**config.mk**
```make
export PLATFORM = sky130hd
export DESIGN_NAME = pfd_lin_detector
export DESIGN_NICKNAME = d
export VERILOG_FILES = /design/src/rtl/pfd_pkg.sv /design/src/rtl/pfd_pulse_timer.sv /design/src/rtl/pfd_phase_fsm.sv /design/src/rtl/pfd_drive_stage.sv /design/src/rtl/pfd_lin_detector.sv
export SDC_FILE = /design/constraint.sdc
export NUM_CORES = 1
export LEC_CHECK = 0
export ABC_AREA = 1
export BUFFER_PORTS_ARGS = -buffer_cell sky130_fd_sc_hd__buf_4
export CORE_AREA = 2 2 39 41
export DETAILED_ROUTE_END_ITERATION = 7
export DIE_AREA = 0 0 41 43
export GPL_TIMING_DRIVEN = 1
export PLACE_DENSITY = 0.44
export RECOVER_POWER = 100
export SYNTH_ARGS = -nofsm -noshare
export SYNTH_HDL_FRONTEND = slang
export SYNTH_SLANG_ARGS = --single-unit
```
**constraint.sdc**
```tcl
create_clock -name clk -period 3.44 [get_ports clk]
set_clock_uncertainty 0.1 [all_clocks]
set_input_delay 0 -clock clk [delete_from_list [all_inputs] [get_ports clk]]
set_output_delay 0 -clock clk [all_outputs]
set_load 0.1 [all_outputs]
```
**src/rtl/pfd_pkg.sv**
```systemverilog
package pfd_pkg;

  // Detector state: which side, if any, currently holds an open error interval.
  typedef enum logic [1:0] {
    PD_IDLE  = 2'd0,
    PD_VLEAD = 2'd1,
    PD_RLEAD = 2'd2,
    PD_COINC = 2'd3
  } pd_state_e;

endpackage

```
**src/rtl/pfd_pulse_timer.sv**
```systemverilog
module pfd_pulse_timer #(
  parameter int MIN_PULSE = 2
) (
  input  logic clk,
  input  logic rst_n,
  input  logic start_i,
  input  logic run_i,
  output logic last_o
);
  localparam int CW = (MIN_PULSE > 1) ? $clog2(MIN_PULSE) : 1;
  localparam logic [CW-1:0] LOAD = CW'(MIN_PULSE - 1);

  logic [CW-1:0] cnt_q;

  always_ff @(posedge clk) begin
    if (!rst_n) begin
      cnt_q <= '0;
    end else if (start_i) begin
      cnt_q <= LOAD;
    end else if (run_i && (cnt_q != '0)) begin
      cnt_q <= cnt_q - 1'b1;
    end
  end

  assign last_o = (cnt_q == '0);

  // once running, the count only moves downward, by one per cycle.
  p_count_down_r4: assert property (@(posedge clk) disable iff (!rst_n)
    (run_i && !start_i && !last_o) |=> (cnt_q == $past(cnt_q) - 1'b1));

endmodule

```
**src/rtl/pfd_phase_fsm.sv**
```systemverilog
module pfd_phase_fsm
  import pfd_pkg::*;
(
  input  logic      clk,
  input  logic      rst_n,
  input  logic      ref_edge_i,
  input  logic      var_edge_i,
  input  logic      timer_last_i,
  output pd_state_e state_o,
  output logic      coinc_start_o
);
  pd_state_e state_q, state_d;

  always_comb begin
    state_d       = state_q;
    coinc_start_o = 1'b0;
    unique case (state_q)
      PD_IDLE: begin
        if (ref_edge_i && var_edge_i) begin
          state_d       = PD_COINC;
          coinc_start_o = 1'b1;
        end else if (var_edge_i) begin
          state_d = PD_VLEAD;
        end else if (ref_edge_i) begin
          state_d = PD_RLEAD;
        end
      end
      PD_VLEAD: begin
        // The reference edge closes the interval; a variable edge in the same cycle reopens it.
        if (ref_edge_i) state_d = var_edge_i ? PD_VLEAD : PD_IDLE;
      end
      PD_RLEAD: begin
        if (var_edge_i) state_d = ref_edge_i ? PD_RLEAD : PD_IDLE;
      end
      PD_COINC: begin
        // Edges are ignored until the minimum pulse has elapsed.
        if (timer_last_i) state_d = PD_IDLE;
      end
      default: state_d = PD_IDLE;
    endcase
  end

  always_ff @(posedge clk) begin
    if (!rst_n) state_q <= PD_IDLE;
    else        state_q <= state_d;
  end

  assign state_o = state_q;

  // a leading variable interval stays open until a reference edge arrives.
  p_vlead_hold_r2: assert property (@(posedge clk) disable iff (!rst_n)
    (state_q == PD_VLEAD && !ref_edge_i) |=> (state_q == PD_VLEAD));
  // a reference edge alone closes a leading variable interval.
  p_vlead_close_r2: assert property (@(posedge clk) disable iff (!rst_n)
    (state_q == PD_VLEAD && ref_edge_i && !var_edge_i) |=> (state_q == PD_IDLE));
  // a lagging interval stays open until a variable edge arrives.
  p_rlead_hold_r3: assert property (@(posedge clk) disable iff (!rst_n)
    (state_q == PD_RLEAD && !var_edge_i) |=> (state_q == PD_RLEAD));
  // a coincident pair from idle enters the pulse state.
  p_coinc_entry_r4: assert property (@(posedge clk) disable iff (!rst_n)
    (state_q == PD_IDLE && ref_edge_i && var_edge_i) |=> (state_q == PD_COINC));
  // the pulse state is left only through the timer, whatever the edges do.
  p_coinc_ignore_r5: assert property (@(posedge clk) disable iff (!rst_n)
    (state_q == PD_COINC && !timer_last_i) |=> (state_q == PD_COINC));
  // an edge pair during a lead keeps the same side leading.
  p_reopen_r8: assert property (@(posedge clk) disable iff (!rst_n)
    (state_q == PD_RLEAD && ref_edge_i && var_edge_i) |=> (state_q == PD_RLEAD));

endmodule

```
**src/rtl/pfd_drive_stage.sv**
```systemverilog
module pfd_drive_stage
  import pfd_pkg::*;
#(
  parameter int MIN_PULSE = 2
) (
  input  logic      clk,
  input  logic      rst_n,
  input  pd_state_e state_i,
  output logic      phi_v_n_o,
  output logic      phi_r_n_o,
  output logic      pd_data_o,
  output logic      pd_oe_o,
  output logic      lock_o
);
  logic v_err, r_err;

  assign v_err = (state_i == PD_VLEAD) || (state_i == PD_COINC);
  assign r_err = (state_i == PD_RLEAD) || (state_i == PD_COINC);

  always_ff @(posedge clk) begin
    if (!rst_n) begin
      phi_v_n_o <= 1'b1;
      phi_r_n_o <= 1'b1;
      pd_data_o <= 1'b0;
      pd_oe_o   <= 1'b0;
      lock_o    <= 1'b1;
    end else begin
      phi_v_n_o <= !v_err;
      phi_r_n_o <= !r_err;
      pd_data_o <= (state_i == PD_RLEAD);
      pd_oe_o   <= v_err ^ r_err;
      lock_o    <= !(v_err ^ r_err);
    end
  end

  // Checker: consecutive cycles with both error lines low.
  localparam int BW = $clog2(MIN_PULSE + 2);
  logic [BW-1:0] both_cnt_q;
  logic          both_low;
  assign both_low = !phi_v_n_o && !phi_r_n_o;

  always_ff @(posedge clk) begin
    if (!rst_n)                          both_cnt_q <= '0;
    else if (!both_low)                  both_cnt_q <= '0;
    else if (both_cnt_q != BW'(MIN_PULSE)) both_cnt_q <= both_cnt_q + 1'b1;
  end

  // the coincident pulse never lasts beyond its minimum width.
  p_coinc_width_r4: assert property (@(posedge clk) disable iff (!rst_n)
    both_low |-> (both_cnt_q < BW'(MIN_PULSE)));
  // when enabled, the combined output follows the lag/lead direction.
  p_tri_dir_r6: assert property (@(posedge clk) disable iff (!rst_n)
    pd_oe_o |-> (pd_data_o == phi_v_n_o) && (phi_v_n_o != phi_r_n_o));
  // a disabled combined output carries a zero data bit.
  p_tri_idle_r6: assert property (@(posedge clk) disable iff (!rst_n)
    !pd_oe_o |-> !pd_data_o);
  // the lock flag drops only while exactly one side is in error.
  p_lock_r7: assert property (@(posedge clk) disable iff (!rst_n)
    !lock_o |-> (phi_v_n_o ^ phi_r_n_o));

endmodule

```
**src/rtl/pfd_lin_detector.sv**
```systemverilog
module pfd_lin_detector
  import pfd_pkg::*;
#(
  parameter int MIN_PULSE = 2
) (
  input  logic clk,
  input  logic rst_n,
  input  logic ref_edge,
  input  logic var_edge,
  output logic phi_v_n,
  output logic phi_r_n,
  output logic pd_data,
  output logic pd_oe,
  output logic lock
);
  pd_state_e state;
  logic      coinc_start;
  logic      timer_last;

  pfd_phase_fsm i_fsm (
    .clk          (clk),
    .rst_n        (rst_n),
    .ref_edge_i   (ref_edge),
    .var_edge_i   (var_edge),
    .timer_last_i (timer_last),
    .state_o      (state),
    .coinc_start_o(coinc_start)
  );

  pfd_pulse_timer #(.MIN_PULSE(MIN_PULSE)) i_timer (
    .clk    (clk),
    .rst_n  (rst_n),
    .start_i(coinc_start),
    .run_i  (state == PD_COINC),
    .last_o (timer_last)
  );

  pfd_drive_stage #(.MIN_PULSE(MIN_PULSE)) i_drive (
    .clk      (clk),
    .rst_n    (rst_n),
    .state_i  (state),
    .phi_v_n_o(phi_v_n),
    .phi_r_n_o(phi_r_n),
    .pd_data_o(pd_data),
    .pd_oe_o  (pd_oe),
    .lock_o   (lock)
  );

endmodule

```
==> flow_results.org <==
** Worst setup path
- Setup slack of the worst register-to-register path :: 2.08 ns
- Along the worst path, the maximum fanout reaches 1.
- In this run the critical register-to-register path is captured at i_fsm.state_o[1].
- Delay of the slowest critical-path stage :: 0.85 ns
- At the worst endpoint, the arrival time is 1.41 ns.
- The worst setup path is of the register to output port kind.
- Crit-path cells :: clkbuf_1
- STA puts the critical path data required time at 3.34 ns.
- Worst setup SP type :: register
- For this design, the slowest cell found on the critical path is sky130_fd_sc_hd__clkbuf_1.
- Bufs and invs on worst path :: 1
- Broken down by cell family, the worst path's largest delay share belongs to buffers and inverters.
- The worst setup path is captured at an output port.
- Worst r2r src :: i_fsm.state_o[0]
- Reg2Reg Depth :: 7

** Yosys
- After synthesis the netlist holds a flip-flop and latch count of 8.
- After synthesis, the mean cell area works out to 7.907 sq um.
- In this run, distinct cell masters in the synthesized netlist total 12.
- Mapped Area :: 371.6 sq um
- Yosys synthesis warning count :: 0
- When the netlist entered floorplanning its net count stood at 56.
- After technology mapping, the gate count stands at 47.
- Proportion of synthesized chip area in sequential cells :: 43.10%

** Detailed routing
- After detailed routing, the number of remaining DRC violations is 0.
- For this block, the initial DRC count from the detailed router was 3.
- The final route contains 321 vias.
- Detailed-routing iteration count for the pre-antenna-repair pass :: 2
- Dividing the detail-routed wire length by the instance count gives 8.883 um.
- Summed over all layers, the routed wires come to 684 um.
- Once detail routing completed, the nets flagged for antenna violations numbered 0.
- Per-cell via count in the routed design :: 4.169

** Finish
- Area added between synthesis and finish :: 30.64%
- Final standard cell count with taps included and fillers excluded :: 77
- Layout cell share with drive strength beyond 1 :: 13.11%
- Filler Cells Inserted :: 148
- Commonest cells after routing, fill and taps aside :: 13 x sky130_fd_sc_hd__nand2_1, 8 x sky130_fd_sc_hd__dfxtp_1, 7 x sky130_fd_sc_hd__inv_1
- In the final layout, flip-flops and latches occupy 160.2 sq um.
- The repair_antennas step left the layout with diodes totalling 0.
- Final design utilization :: 35.08%
- Summing all multi-input logic gate instances after layout gives 181.4 sq um.
- Most frequent standard cell in the layout excluding fill and tap cells :: sky130_fd_sc_hd__nand2_1
- Number of nets in the layout :: 72

** Timing
- Of the available clock period, the critical path in the final layout requires 43.85%.
- Minimum clock period :: 1.508 ns
- Maximum achievable frequency :: 663.0 MHz
- The worst path meets setup with 1.932 ns of slack.
- Summed over all failing endpoints, the final setup total negative slack is 0 ns.
- Max-slew violation count :: 0
- Number of endpoints with negative hold slack in the final report :: 0
- Unrepaired setup endpoints after global routing :: no
- Setup violations remaining at the end of the flow were counted as 0.
- Worst slew margin relative to its limit :: 22.69%
- Worst Tran Pin Value :: 1.165 ns

** Floorplanning
- For this configuration, the core starts out at a cell density of 26.85%.
- The die covers 1763 sq um.
- The floorplan has 14 rows.
- The floorplan step set the die width to 41 um.
- 9 I/O pins were placed.
- Height of the die :: 43 um
- CORE AREA :: 1384 sq um

** GRT
- Vias in the first global route :: 289
- Global-route congestion overflow total :: 0
- Number of antenna violations at the first check in global routing :: 0
- Entering global routing, the biggest net connects 8 pins.
- Global routing usage summed across all routing layers :: 10.17%
- The first global-routing pass estimated 1159 um of wire.

** Worst hold path
- Cell depth of the worst hold path :: 2
- Class of the tightest hold or removal check :: register to register
- The worst hold path begins at i_timer.cnt_q.
- The worst hold path terminates at i_timer.cnt_q.

** Place
- The number of placed instances, taps included, is 71.
- Input and output buffers added on the ports amount to 8.
- OpenSTA, run right after detailed placement, puts the worst setup slack at 2.067 ns.
- DP Wirelength :: 523 um
- Placer's final routability congestion estimate :: 0.7575

** Clock tree
- Cts bufs inserted :: 3
- CTS Sinks :: 8
- At the later pin of the worst-skew pair, clock insertion delay measures 0.25 ns.
- Maximum buffer depth of the clock tree :: 2
- TritonCTS clock tree :: done
- Setup Buffers After CTS :: 0
- In this run the clock root is driven by a sky130_fd_sc_hd__clkbuf_4.
- CTS clock-pin slew for the worst setup and hold paths :: 0.05 ns
- In this run the number of H-tree levels came out at 1.
- Post-cts repair resize count :: 0

** Pwr
- In this run the power density over the cells is 955.7 nW/um^2.
- Across the VDD grid, the largest voltage drop is 0.3542 mV.
- In this run the static leakage power is 0.2418 nW.

** Run
- Number of max-cap violations :: 0

** Status
- The run finished with clean final reports.
flip-flops by register name, summed over array words and instances, names as in the netlist:
name,cells
i_fsm.state_o,2
i_timer.cnt_q,1
i_drive.phi_r_n_o,1
i_drive.phi_v_n_o,1
i_drive.pd_oe_o,1
i_drive.lock_o,1
i_drive.pd_data_o,1
routing by layer:
layer  global-route usage, %  vias up  wire, um
met5                       0        -         0
met3                   7.853        0        43
li1                        -      171         -
met4                   2.000        0         0
met2                   16.88        7       400
met1                   9.416      143       240
cell type report:
type / count / area share (%)
repair buffers: 11 / 14.69
clock buffers: 3 / 4.639
well taps: 16 / 4.124
inverters: 8 / 6.186
flip-flops and latches: 8 / 32.99
multi-input cells: 31 / 37.37
logic make-up (layout without fill, tap and decap cells):
| family | after synthesis | in the layout | synth area share, % |
|---|---|---|---|
| AND/OR/NAND/NOR | 20 | 20 | 23.23 |
| adder cells (fa/ha/maj) | 5 | 5 | 16.84 |
| AO/OA/AOI/OAI | 6 | 6 | 8.754 |
| flip-flops | 8 | 8 | 43.10 |
| buffers and inverters | 8 | 22 | 8.081 |
synthesized netlist by cell type:
| cell type | count | area [sq um] |
|---|---|---|
| sky130_fd_sc_hd__ha_1 | 5 | 62.56 |
| sky130_fd_sc_hd__nand3_1 | 3 | 15.01 |
| sky130_fd_sc_hd__a21oi_1 | 2 | 10.01 |
| sky130_fd_sc_hd__and2_4 | 1 | 8.760 |
| sky130_fd_sc_hd__dfxtp_1 | 8 | 160.2 |
| sky130_fd_sc_hd__a21boi_0 | 1 | 7.510 |
| sky130_fd_sc_hd__nor2_1 | 2 | 7.510 |
| sky130_fd_sc_hd__o21ai_0 | 3 | 15.01 |
| sky130_fd_sc_hd__inv_1 | 7 | 26.28 |
| sky130_fd_sc_hd__or2_1 | 1 | 6.260 |
| sky130_fd_sc_hd__inv_2 | 1 | 3.750 |
| sky130_fd_sc_hd__nand2_1 | 13 | 48.80 |
worst max-delay path by stage:
stage | from | endpoint | slack (ns) | depth (start not counted)
after detailed placement | i_fsm.state_o[0] | i_fsm.state_o[1] | 2.07 | 7
after floorplan | i_fsm.state_o[0] | i_fsm.state_o[1] | 2.17 | 7
final | i_drive.phi_r_n_o | phi_r_n | 1.93 | 1
after global placement | i_fsm.state_o[0] | i_fsm.state_o[1] | 2.09 | 7
after CTS | i_fsm.state_o[0] | i_fsm.state_o[1] | 2.06 | 7
after global routing | i_drive.phi_r_n_o | phi_r_n | 1.90 | 1
metrics by stage:
step / cell area, sq um / power (mW) / hold slack, ns
CTS: 504.2 / 0.4861 / 0.3793
floorplan: 371.6 / 0.3561 / -0.02377
detailed placement: 451.7 / 0.4122 / 0.1428
finish: 485.5 / 0.4639 / 0.3758
global route: 485.5 / 0.4976 / 0.4080
global placement: 451.7 / 0.4140 / 0.1406
repair_timing:
action	CTS	global route
hold buffers	3	0
hold endpoints to repair	8	0
endpoints found under the setup margin	0	0
where the power goes:
group          leakage, nW  switching (mW)  internal, mW  total (mW)
clock               0.0138          0.0295        0.0398      0.0693
sequential          0.0660          0.0149         0.122       0.137
combinational        0.162           0.200        0.0570       0.257
total                0.242           0.245         0.219       0.464
No activity file was read; power rests on OpenSTA's default activity.
